[src/rtl/uart_regs_pkg.sv]
package uart_regs_pkg;

  localparam int BYTE_W    = 8;
  localparam int OFS_W     = 3;
  localparam int DIV_BYTES = 2;
  localparam int DIV_W     = DIV_BYTES * BYTE_W;

  typedef logic [BYTE_W-1:0] byte_t;

  typedef enum logic [OFS_W-1:0] {
    OFS_DATA    = 3'd0,
    OFS_IEN     = 3'd1,
    OFS_IID     = 3'd2,
    OFS_LCTL    = 3'd3,
    OFS_MCTL    = 3'd4,
    OFS_LSTAT   = 3'd5,
    OFS_MSTAT   = 3'd6,
    OFS_SCRATCH = 3'd7
  } ofs_e;

  localparam int BANK_BIT = 7;
  localparam int LOOP_BIT = 4;

  // line status bit positions
  localparam int ST_DR   = 0;
  localparam int ST_BI   = 4;
  localparam int ST_THRE = 5;
  localparam int ST_TEMT = 6;

  // loopback: outputs 3:2 -> 7:6, request-to-send -> 4, terminal-ready -> 5
  function automatic byte_t loop_map(input byte_t mctl);
    return {mctl[3:2], mctl[0], mctl[1], 4'b0000};
  endfunction

endpackage

[src/rtl/uart_ctrl_regs.sv]
module uart_ctrl_regs
  import uart_regs_pkg::*;
(
  input  logic                 clk,
  input  logic                 rst_n,
  input  logic                 wr_en,
  input  logic [OFS_W-1:0]     ofs,
  input  byte_t                wr_data,
  output logic [DIV_W-1:0]     divisor,
  output byte_t                ier_q,
  output byte_t                lcr_q,
  output byte_t                mcr_q,
  output byte_t                msr_q,
  output byte_t                scr_q
);

  logic  bank;
  byte_t ier_d, lcr_d, mcr_d, msr_d, scr_d;

  assign bank = lcr_q[BANK_BIT];

  // divisor byte lanes live at offsets 0 and 1 when banked
  for (genvar g = 0; g < DIV_BYTES; g++) begin : g_div
    logic  lane_we;
    byte_t lane_d;
    byte_t lane_q;

    assign lane_we = wr_en && bank && (ofs == OFS_W'(g));

    always_comb begin
      lane_d = lane_q;
      if (lane_we) lane_d = wr_data;
    end

    always_ff @(posedge clk or negedge rst_n) begin
      if (!rst_n) lane_q <= '0;
      else        lane_q <= lane_d;
    end

    assign divisor[g*BYTE_W +: BYTE_W] = lane_q;
  end

  always_comb begin
    ier_d = ier_q;
    lcr_d = lcr_q;
    mcr_d = mcr_q;
    msr_d = msr_q;
    scr_d = scr_q;
    if (wr_en) begin
      unique case (ofs)
        OFS_IEN:     if (!bank) ier_d = wr_data;
        OFS_LCTL:    lcr_d = wr_data;
        OFS_MCTL:    mcr_d = wr_data;
        OFS_MSTAT:   msr_d = wr_data;
        OFS_SCRATCH: scr_d = wr_data;
        default:     ;
      endcase
    end
  end

  always_ff @(posedge clk or negedge rst_n) begin
    if (!rst_n) begin
      ier_q <= '0;
      lcr_q <= '0;
      mcr_q <= '0;
      msr_q <= '0;
      scr_q <= '0;
    end else begin
      ier_q <= ier_d;
      lcr_q <= lcr_d;
      mcr_q <= mcr_d;
      msr_q <= msr_d;
      scr_q <= scr_d;
    end
  end

  AST_STATUS_WR_IGNORED: assert property (@(posedge clk) disable iff (!rst_n)
    (wr_en && (ofs == OFS_LSTAT || ofs == OFS_IID)) |=>
      ($stable(ier_q) && $stable(lcr_q) && $stable(mcr_q) && $stable(msr_q) && $stable(scr_q)))
    else $error("status write changed a register");

  AST_BANKED_IEN_HELD: assert property (@(posedge clk) disable iff (!rst_n)
    (wr_en && bank && ofs == OFS_IEN) |=> $stable(ier_q))
    else $error("banked write reached enable byte");

endmodule

[src/rtl/uart_rx_hold.sv]
module uart_rx_hold
  import uart_regs_pkg::*;
(
  input  logic  clk,
  input  logic  rst_n,
  input  logic  rx_valid,
  input  byte_t rx_byte,
  input  logic  rx_brk,
  input  logic  data_rd,
  output byte_t rbr_q,
  output logic  dr_q,
  output logic  bi_q,
  output logic  rx_ready
);

  logic  accept;
  byte_t rbr_d;
  logic  dr_d, bi_d;

  assign rx_ready = !dr_q;
  assign accept   = (rx_valid || rx_brk) && !dr_q;

  always_comb begin
    rbr_d = rbr_q;
    dr_d  = dr_q;
    bi_d  = bi_q;
    if (data_rd) begin
      dr_d = 1'b0;
      bi_d = 1'b0;
    end
    if (accept) begin
      dr_d = 1'b1;
      if (rx_brk) begin
        rbr_d = '0;
        bi_d  = 1'b1;
      end else begin
        rbr_d = rx_byte;
      end
    end
  end

  always_ff @(posedge clk or negedge rst_n) begin
    if (!rst_n) begin
      rbr_q <= '0;
      dr_q  <= 1'b0;
      bi_q  <= 1'b0;
    end else begin
      rbr_q <= rbr_d;
      dr_q  <= dr_d;
      bi_q  <= bi_d;
    end
  end

  AST_FULL_HOLDS_BYTE: assert property (@(posedge clk) disable iff (!rst_n)
    ((rx_valid || rx_brk) && dr_q) |=> $stable(rbr_q))
    else $error("held byte overwritten");

  AST_BRK_LOADS_ZERO: assert property (@(posedge clk) disable iff (!rst_n)
    (rx_brk && rx_ready) |=> (rbr_q == '0 && bi_q && dr_q))
    else $error("break not captured");

  AST_BRK_WITH_DR: assert property (@(posedge clk) disable iff (!rst_n)
    bi_q |-> dr_q)
    else $error("break flag without data-ready");

  AST_READ_CLEARS: assert property (@(posedge clk) disable iff (!rst_n)
    (data_rd && !accept) |=> (!dr_q && !bi_q))
    else $error("data read left status set");

  AST_BYTE_SETS_DR: assert property (@(posedge clk) disable iff (!rst_n)
    (rx_valid && !rx_brk && rx_ready) |=> (dr_q && rbr_q == $past(rx_byte)))
    else $error("received byte not captured");

endmodule

[src/rtl/uart_tx_hold.sv]
module uart_tx_hold
  import uart_regs_pkg::*;
(
  input  logic  clk,
  input  logic  rst_n,
  input  logic  data_wr,
  input  byte_t wr_data,
  output logic  tx_valid,
  output byte_t tx_byte,
  output logic  hold_empty
);

  logic  pend_d, pend_q;
  byte_t byte_d, byte_q;

  always_comb begin
    pend_d = data_wr;
    byte_d = byte_q;
    if (data_wr) byte_d = wr_data;
  end

  always_ff @(posedge clk or negedge rst_n) begin
    if (!rst_n) begin
      pend_q <= 1'b0;
      byte_q <= '0;
    end else begin
      pend_q <= pend_d;
      byte_q <= byte_d;
    end
  end

  assign tx_valid   = pend_q;
  assign tx_byte    = byte_q;
  assign hold_empty = !pend_q;

  AST_TX_STROBE: assert property (@(posedge clk) disable iff (!rst_n)
    data_wr |=> (tx_valid && tx_byte == $past(wr_data)))
    else $error("write did not strobe transmitter");

  AST_TX_SINGLE: assert property (@(posedge clk) disable iff (!rst_n)
    (tx_valid && !data_wr) |=> !tx_valid)
    else $error("transmit strobe stretched");

endmodule

[src/rtl/uart_read_mux.sv]
module uart_read_mux
  import uart_regs_pkg::*;
(
  input  logic [OFS_W-1:0] ofs,
  input  logic [DIV_W-1:0] divisor,
  input  byte_t            rbr,
  input  byte_t            ier,
  input  byte_t            iid,
  input  byte_t            lcr,
  input  byte_t            mcr,
  input  byte_t            lsr,
  input  byte_t            msr,
  input  byte_t            scr,
  output byte_t            rd_data
);

  logic bank;
  assign bank = lcr[BANK_BIT];

  always_comb begin
    rd_data = '0;
    unique case (ofs)
      OFS_DATA:    rd_data = bank ? divisor[BYTE_W-1:0] : rbr;
      OFS_IEN:     rd_data = bank ? divisor[DIV_W-1:BYTE_W] : ier;
      OFS_IID:     rd_data = iid;
      OFS_LCTL:    rd_data = lcr;
      OFS_MCTL:    rd_data = mcr;
      OFS_LSTAT:   rd_data = lsr;
      OFS_MSTAT:   rd_data = mcr[LOOP_BIT] ? loop_map(mcr) : msr;
      OFS_SCRATCH: rd_data = scr;
      default:     rd_data = '0;
    endcase
  end

endmodule

[src/rtl/uart_host_regs.sv]
module uart_host_regs
  import uart_regs_pkg::*;
(
  input  logic        clk,
  input  logic        rst_n,
  input  logic [2:0]  addr,
  input  logic        wr_en,
  input  logic [7:0]  wr_data,
  input  logic        rd_en,
  output logic [7:0]  rd_data,
  input  logic        rx_valid,
  input  logic [7:0]  rx_byte,
  input  logic        rx_brk,
  output logic        rx_ready,
  output logic        tx_valid,
  output logic [7:0]  tx_byte,
  input  logic [7:0]  intr_id,
  output logic        intr_id_rd,
  output logic [15:0] divisor,
  output logic [7:0]  ier_out,
  output logic [7:0]  lcr_out,
  output logic [7:0]  mcr_out,
  output logic        data_ready
);

  logic [OFS_W-1:0] ofs;
  logic  bank, data_rd, data_wr;
  byte_t ier_q, lcr_q, mcr_q, msr_q, scr_q, rbr_q, lsr;
  logic  dr_q, bi_q, hold_empty;

  assign ofs     = addr;
  assign bank    = lcr_q[BANK_BIT];
  assign data_rd = rd_en && (ofs == OFS_DATA) && !bank;
  assign data_wr = wr_en && (ofs == OFS_DATA) && !bank;

  uart_ctrl_regs i_ctrl (
    .clk     (clk),
    .rst_n   (rst_n),
    .wr_en   (wr_en),
    .ofs     (ofs),
    .wr_data (wr_data),
    .divisor (divisor),
    .ier_q   (ier_q),
    .lcr_q   (lcr_q),
    .mcr_q   (mcr_q),
    .msr_q   (msr_q),
    .scr_q   (scr_q)
  );

  uart_rx_hold i_rx (
    .clk      (clk),
    .rst_n    (rst_n),
    .rx_valid (rx_valid),
    .rx_byte  (rx_byte),
    .rx_brk   (rx_brk),
    .data_rd  (data_rd),
    .rbr_q    (rbr_q),
    .dr_q     (dr_q),
    .bi_q     (bi_q),
    .rx_ready (rx_ready)
  );

  uart_tx_hold i_tx (
    .clk        (clk),
    .rst_n      (rst_n),
    .data_wr    (data_wr),
    .wr_data    (wr_data),
    .tx_valid   (tx_valid),
    .tx_byte    (tx_byte),
    .hold_empty (hold_empty)
  );

  always_comb begin
    lsr          = '0;
    lsr[ST_DR]   = dr_q;
    lsr[ST_BI]   = bi_q;
    lsr[ST_THRE] = hold_empty;
    lsr[ST_TEMT] = hold_empty;
  end

  uart_read_mux i_mux (
    .ofs     (ofs),
    .divisor (divisor),
    .rbr     (rbr_q),
    .ier     (ier_q),
    .iid     (intr_id),
    .lcr     (lcr_q),
    .mcr     (mcr_q),
    .lsr     (lsr),
    .msr     (msr_q),
    .scr     (scr_q),
    .rd_data (rd_data)
  );

  assign intr_id_rd = rd_en && (ofs == OFS_IID);
  assign ier_out    = ier_q;
  assign lcr_out    = lcr_q;
  assign mcr_out    = mcr_q;
  assign data_ready = dr_q;

  AST_NO_TX_BANKED: assert property (@(posedge clk) disable iff (!rst_n)
    (wr_en && bank && ofs == OFS_DATA) |=> !tx_valid)
    else $error("banked write started a transmission");

  AST_BANKED_RD_KEEPS_DR: assert property (@(posedge clk) disable iff (!rst_n)
    (rd_en && bank && ofs == OFS_DATA && dr_q) |=> dr_q)
    else $error("banked read cleared data-ready");

  AST_RX_READY_TRACKS: assert property (@(posedge clk) disable iff (!rst_n)
    $rose(data_ready) |-> !rx_ready)
    else $error("receiver open while byte held");

endmodule

[config.mk]
export PLATFORM = sky130hd
export DESIGN_NAME = uart_host_regs
export DESIGN_NICKNAME = d
export VERILOG_FILES = /design/src/rtl/uart_regs_pkg.sv /design/src/rtl/uart_ctrl_regs.sv /design/src/rtl/uart_rx_hold.sv /design/src/rtl/uart_tx_hold.sv /design/src/rtl/uart_read_mux.sv /design/src/rtl/uart_host_regs.sv
export SDC_FILE = /design/constraint.sdc
export NUM_CORES = 1
export LEC_CHECK = 0
export CORE_AREA = 4 4 120 65
export CTS_CLUSTER_SIZE = 24
export DETAILED_ROUTE_END_ITERATION = 6
export DIE_AREA = 0 0 124 69
export DONT_BUFFER_PORTS = 1
export MAX_ROUTING_LAYER = met4
export PLACE_DENSITY = 0.72
export SYNTH_ARGS = -nofsm -noshare
export SYNTH_HDL_FRONTEND = slang
export SYNTH_SLANG_ARGS = --single-unit
[constraint.sdc]
create_clock -name clk -period 1.7 [get_ports clk]
set_clock_uncertainty 0.1 [all_clocks]
set_input_delay 0.34 -clock clk [delete_from_list [all_inputs] [get_ports clk]]
set_output_delay 0.34 -clock clk [all_outputs]
set_load 0.05 [all_outputs]
==> results of run 1 <==
==> stage by stage <==
| step | hold WS (ns) | area (sq um) | util |
|---|---|---|---|
| after global routing | -0.421 | 4830 | 0.733 |
| after detailed placement | -0.0543 | 4440 | 0.673 |
| after global placement | -0.0535 | 4440 | 0.673 |
| final | -0.404 | 4830 | 0.733 |
| after CTS | -0.411 | 4800 | 0.727 |
| after floorplan | -0.0556 | 3790 | - |
==> registers in the layout (all words and copies together), names as in the netlist <==
signal               cells
i_ctrl.msr_q             8
i_rx.bi_q                1
i_tx.tx_valid            1
i_ctrl.lcr_q             8
i_ctrl.mcr_q             8
i_ctrl.g_div.lane_q     16
i_ctrl.scr_q             8
i_tx.tx_byte             8
i_rx.dr_q                1
i_rx.rbr_q               8
i_ctrl.ier_q             8
==> final timing paths <==
check / from / endpoint / slack [ns] / cells past startpoint
min reg2reg: i_ctrl.scr_q[5] / i_ctrl.scr_q[5] / 0.41 / 1
min: rst_n / i_tx.tx_byte[2] / -0.40 / 0
min in group clk: rx_brk / i_rx.rbr_q[1] / 0.01 / 1
max: i_ctrl.lcr_q[7] / rd_data[1] / -0.57 / 7
max in group asynchronous: rst_n / i_ctrl.mcr_q[4] / 1.74 / 0
max reg2reg: i_ctrl.lcr_q[7] / i_ctrl.g_div[0].lane_q[0] / -0.20 / 6
==> cells in the mapped netlist (all sizes together), types with 3 or more instances <==
| cell type | n | share of area |
|---|---|---|
| dfrtp | 75 | 0.51 |
| mux2 | 64 | 0.20 |
| mux2i | 25 | 0.069 |
| buf | 11 | 0.018 |
| nor2 | 10 | 0.011 |
| o21ai | 10 | 0.014 |
| a21oi | 9 | 0.013 |
| a22o | 8 | 0.019 |
| inv | 7 | 0.0072 |
| nand2 | 7 | 0.0086 |
| nand2b | 7 | 0.012 |
| a211oi | 5 | 0.010 |
| nand3b | 5 | 0.010 |
| nor2b | 5 | 0.0086 |
| o22ai | 5 | 0.010 |
| a22oi | 3 | 0.0075 |
| a31oi | 3 | 0.0051 |
| clkbuf | 3 | 0.0031 |
| nand3 | 3 | 0.0055 |
| nor3 | 3 | 0.012 |
==> what timing repair did <==
item                       in CTS  in global routing
gates resized for setup        17                  3
pin swaps                       8                  1
buffers inserted                0                  3
hold endpoints to repair       75                 75
setup endpoints to repair      40                 25
==> layer usage <==
layer  vias up  wire length [microns]
met1      1375                   4840
met4         0                    107
met3         7                    789
li1       1216                      -
met2        88                   4670
met5         -                      0
==> layout make-up <==
type,instances,area (sq um)
clock inverter,4,25.0
inverter,7,30.0
timing repair buffer,75,679
multi-input combinational,191,1850
sequential,75,1880
tap,92,115
fill,450,1760
clock buffer,12,256
==> power by group through the flow <==
| stage | clock network (mW) | registers [mW] | logic, mW |
|---|---|---|---|
| global placement | 0 | 2.65 | 2.70 |
| detailed placement | 0 | 2.68 | 2.74 |
| floorplan | 0 | 3.52 | 1.01 |
| CTS | 1.80 | 2.66 | 2.80 |
| global route | 1.90 | 2.71 | 2.96 |
| finish | 1.78 | 2.66 | 2.83 |
==> kinds of logic (layout without fill, tap and decap cells) <==
logic type | count (synthesis) | in the layout | share of synthesized area
AOI/OAI and AO/OA | 51 | 51 | 0.0990
buffers and inverters | 21 | 98 | 0.0288
DFF | 75 | 75 | 0.514
muxes | 89 | 89 | 0.266
and+or+nand+nor | 51 | 51 | 0.0925
==> worst max-delay path, stage by stage, from the launching register on <==
cell and delay (ns):
dfrtp_2 0.48, mux2i_1 0.21, buf_4 0.14, o22ai_2 0.08, a211oi_2 0.23, buf_4 0.17, a21oi_4 0.03, buf_12 0.15
==> results.toml, run 1 <==
[place]
gp_congestion = 0.947
io_buffers = 0
placed_cells = 437
pre_cts_ws_ns = -0.355
post-dp-hpwl_mm = 7.62

[finish]
fin_cells = 456
layout_commonest_cell = "dfrtp_1"
most-common-layout-cells = "72 x dfrtp_1, 65 x buf_4, 63 x mux2_2, 24 x mux2i_1"
drive_above_1_share = 0.519
area_growth_pct = 32.3
antenna-diode-count = 0
fin_nets = 392

[pwr]
combPwrFrac = 0.389
p_switching_mw = 2.90
internal-power_mw = 4.37
finalPower_mw = 7.27
netSwitchingFraction = 0.399
p_leak_nw = 2.14
ir_drop_v = 0.000946
p_per_area_mw_per_mm2 = 1500
power_frac_seq = 0.367
power.share.clock = 0.244

[yosys]
synth_area_sq_mm = 0.00365
synth-main-ff-cell = "dfrtp_1"
ys.warnings.count = 0
synthDistinctLibCells = 47
synth_edf_count = 0
syn_nets = 320
syn_area_per_cell_sq_um = 12.7
synth_seq_area_share = 0.514
yosys_register_bits = 75
async_flop_share = 1.00
syn_inst = 287

[grt]
grt_max_degree = 76
antenna_found_initial = 0
gr-total-overflow = 0
grt_use_met2 = 0.382
gr-usage-met1 = 0.365
grt_pass1_wl_mm = 16.4
met3_usage = 0.0899
first_global_vias = 2855
grt_usage = 0.266
gr-max-usage-layer = "met2"

[flow_run]
drv_cap = 0

[cts]
cts.sinks = 75
root_buffer = "clkbuf_16"
cts_tree = "yes"
clk_pin_slew_worst_paths_ns = 0.06
cts.path.max_buffers = 2
ctsHtreeMaxLevel = 3
numCtsBuffers = 9
clkLatencyLatePin_ns = 0.34

[route]
vias_per_cell = 5.89
first_pass_iters = 4
drc = 0
route.detailed.wl_per_inst_microns = 22.8
drt_iter0_markers = 207
num_vias = 2686
wl_mm = 10.4
antenna_left = 0

[setup_path]
cp_max_fo = 8
endpoint_kind = "output pin"
cp.arrival_ns = 1.83
cp-start-kind = "flop"
required_ns = 1.26
crit_type = "flop to output pin"

[sta]
tightestPinTransition_ns = 0.503
timing.hold.ws_ns = -0.404
fin_crit_sh = 1.34
finalHoldViolations = 75
setup_tns_ns = -7.13
rsz0062_at_grt = "yes"
setup-violations-final = 24
relSlewSlack = 0.663
drv_slew = 0
fmax_mhz = 440
period_minus_slack_ns = 2.27
worst_slack_ns = -0.574

[die]
rows = 21
initial_utilization = 0.554
io_pins = 93
fp.dieH_microns = 69
fp.coreArea_sq_mm = 0.00660
die_w_microns = 124
die-area_sq_mm = 0.00856

[hold_path]
hp-class = "primary input to asynchronous set/reset pin"

[run_status]
status = "finished, violations left"
violations = "negative hold slack, negative setup slack"
Note: power is estimated with default switching activity, not from simulation.
==> run 2: changes to the inputs <==
Clock period 1.7 ns to 1.99 ns, I/O delays scaled along.
==> results.toml, run 2 (same netlist as run 1, synthesis figures left out) <==
[route]
route.detailed.wl_per_inst_microns = 22.6
vias_per_cell = 5.91
highest_layer = "met4"
dr_wl_met2_mm = 4.38
num_vias = 2625
drc = 0
first_pass_iters = 4
drt_iter0_markers = 145
wl_met1_mm = 4.66
met3WireLength_microns = 916
antenna_left = 0
wl_mm = 10.1

[cts]
cts.sinks = 75
cts_tree = "yes"
cts.path.max_buffers = 2
clkLatencyLatePin_ns = 0.33
root_buffer = "clkbuf_16"
numCtsBuffers = 9
ctsHtreeMaxLevel = 3
clk_pin_slew_worst_paths_ns = 0.06

[finish]
nFillCells = 441
top_register = "i_ctrl.g_div.lane_q"
largest_reg_flops = 16
most-common-layout-cells = "73 x dfrtp_1, 55 x mux2_2, 51 x buf_4, 17 x mux2i_1, 10 x buf_12"
layout_commonest_cell = "dfrtp_1"
area_growth_pct = 31.9
post-route-util = 0.730
fin_nets = 379
drive_above_1_share = 0.510

[die]
fp.dieH_microns = 69
initial_utilization = 0.554
rows = 21
io_pins = 93
fp.coreArea_sq_mm = 0.00660
die-area_sq_mm = 0.00856
die_w_microns = 124

[sta]
rsz0062_at_grt = "yes"
setup-violations-final = 8
tightestPinTransition_ns = 0.503
fmax_mhz = 424
fin_crit_sh = 1.19
finalHoldViolations = 75
relSlewSlack = 0.665
worst_slack_ns = -0.369
drv_slew = 0
timing.hold.ws_ns = -0.343
period_minus_slack_ns = 2.36

[setup_path]
cp-endpoint = "rd_data[7]"
r2r-end = "i_ctrl.g_div[0].lane_q[0]"
cp_slowest_cell = "dfrtp_2"
slowest_delay_ns = 0.50
rr_startpoint = "i_ctrl.lcr_q[7]"
cp-start-kind = "flop"
cp.arrival_ns = 1.86
cp_max_fo = 6
endpoint_kind = "output pin"
startpoint = "i_ctrl.lcr_q[7]"
required_ns = 1.49
crit_chain = "mux2i_2 -> a211oi_2 -> a211oi_2 -> buf_4 -> a21oi_4"
r2r_slack_ns = 0.08
crit_path_frequent_cell = "a211oi_2"
crit_type = "flop to output pin"
r2r_cells = 6

[place]
pre_cts_ws_ns = -0.154
io_buffers = 0
post-dp-hpwl_mm = 7.40
gp_congestion = 0.847

[hold_path]
hp-class = "primary input to asynchronous set/reset pin"

[pwr]
p_per_area_mw_per_mm2 = 1330
p_leak_nw = 2.11
ir_drop_v = 0.000592

[grt]
gr-total-overflow = 0
grt_max_degree = 76
grt_pass1_wl_mm = 15.7
first_global_vias = 2716
antenna_found_initial = 0
grt_usage = 0.252

[flow_run]
drv_cap = 0

[run_status]
status = "finished, violations left"
violations = "negative hold slack, negative setup slack"
-- run 2: cell types whose count changed in the layout (fill, tap and decap cells not counted), moves of 6 or more --
cell     change
mux2_4       +8
mux2i_2      +6
mux2_2       -8
mux2i_1      -7
buf_4       -14
-- run 2: per-stage QoR --
stage	total power [mW]	cell area (sq um)	setup TNS, ns	hold WS (ns)	std cells
finish	6.39	4820	-2.68	-0.343	444
global route	6.64	4810	-3.20	-0.362	443
CTS	6.40	4780	-2.66	-0.356	443
detailed placement	4.62	4370	-0.498	0.00414	427
global placement	4.55	4370	-0.435	0.00475	427
floorplan	3.86	3770	-0.832	0.00241	287
-- run 2: worst min-delay path by stage --
stage / start / end / slack [ns]
finish: rst_n / i_ctrl.g_div[0].lane_q[6] / -0.34
global route: rst_n / i_ctrl.g_div[0].lane_q[3] / -0.36
CTS: rst_n / i_rx.rbr_q[1] / -0.36
detailed placement: rst_n / i_ctrl.g_div[0].lane_q[3] / 0.004
global placement: rst_n / i_tx.tx_byte[3] / 0.005
floorplan: rst_n / i_ctrl.g_div[0].lane_q[0] / 0.002
-- run 2: cell type report --
cell class	instances	area, sq um	area share
Multi-Input combinational cell	191	1880	0.391
Sequential cell	75	1880	0.390
Clock inverter	4	47.5	0.00987
Tap cell	92	115	0.0239
Clock buffer	12	267	0.0553
Inverter	7	26.3	0.00546
Antenna cell	1	2.50	0.000520
Timing Repair Buffer	62	594	0.123
-- run 2: report_power, final --
part | total, mW | internal, mW | switching [mW]
Clock | 1.67 | 1.07 | 0.601
Combinational | 2.44 | 0.965 | 1.48
Sequential | 2.28 | 1.88 | 0.399
-- run 2: what timing repair did --
item | in CTS | in global routing
pin swaps | 9 | 5
setup buffers | 0 | 0
gates resized for setup | 19 | 9
hold endpoints to repair | 75 | 75
setup endpoints to repair | 8 | 24
-- run 2: metal layers --
metal	vias to the layer above	GRT usage
met2	115	0.342
met4	0	0.0704
li1	1185	-
met5	-	-
met3	9	0.0931
met1	1316	0.353
-- run 2: critical path, delay by kind of cell, from the launching register on --
kind / cells / cell delay [ns]
compound gates: 3 / 0.64
buf+inv: 1 / 0.15
flops: 1 / 0.50
mux: 1 / 0.22
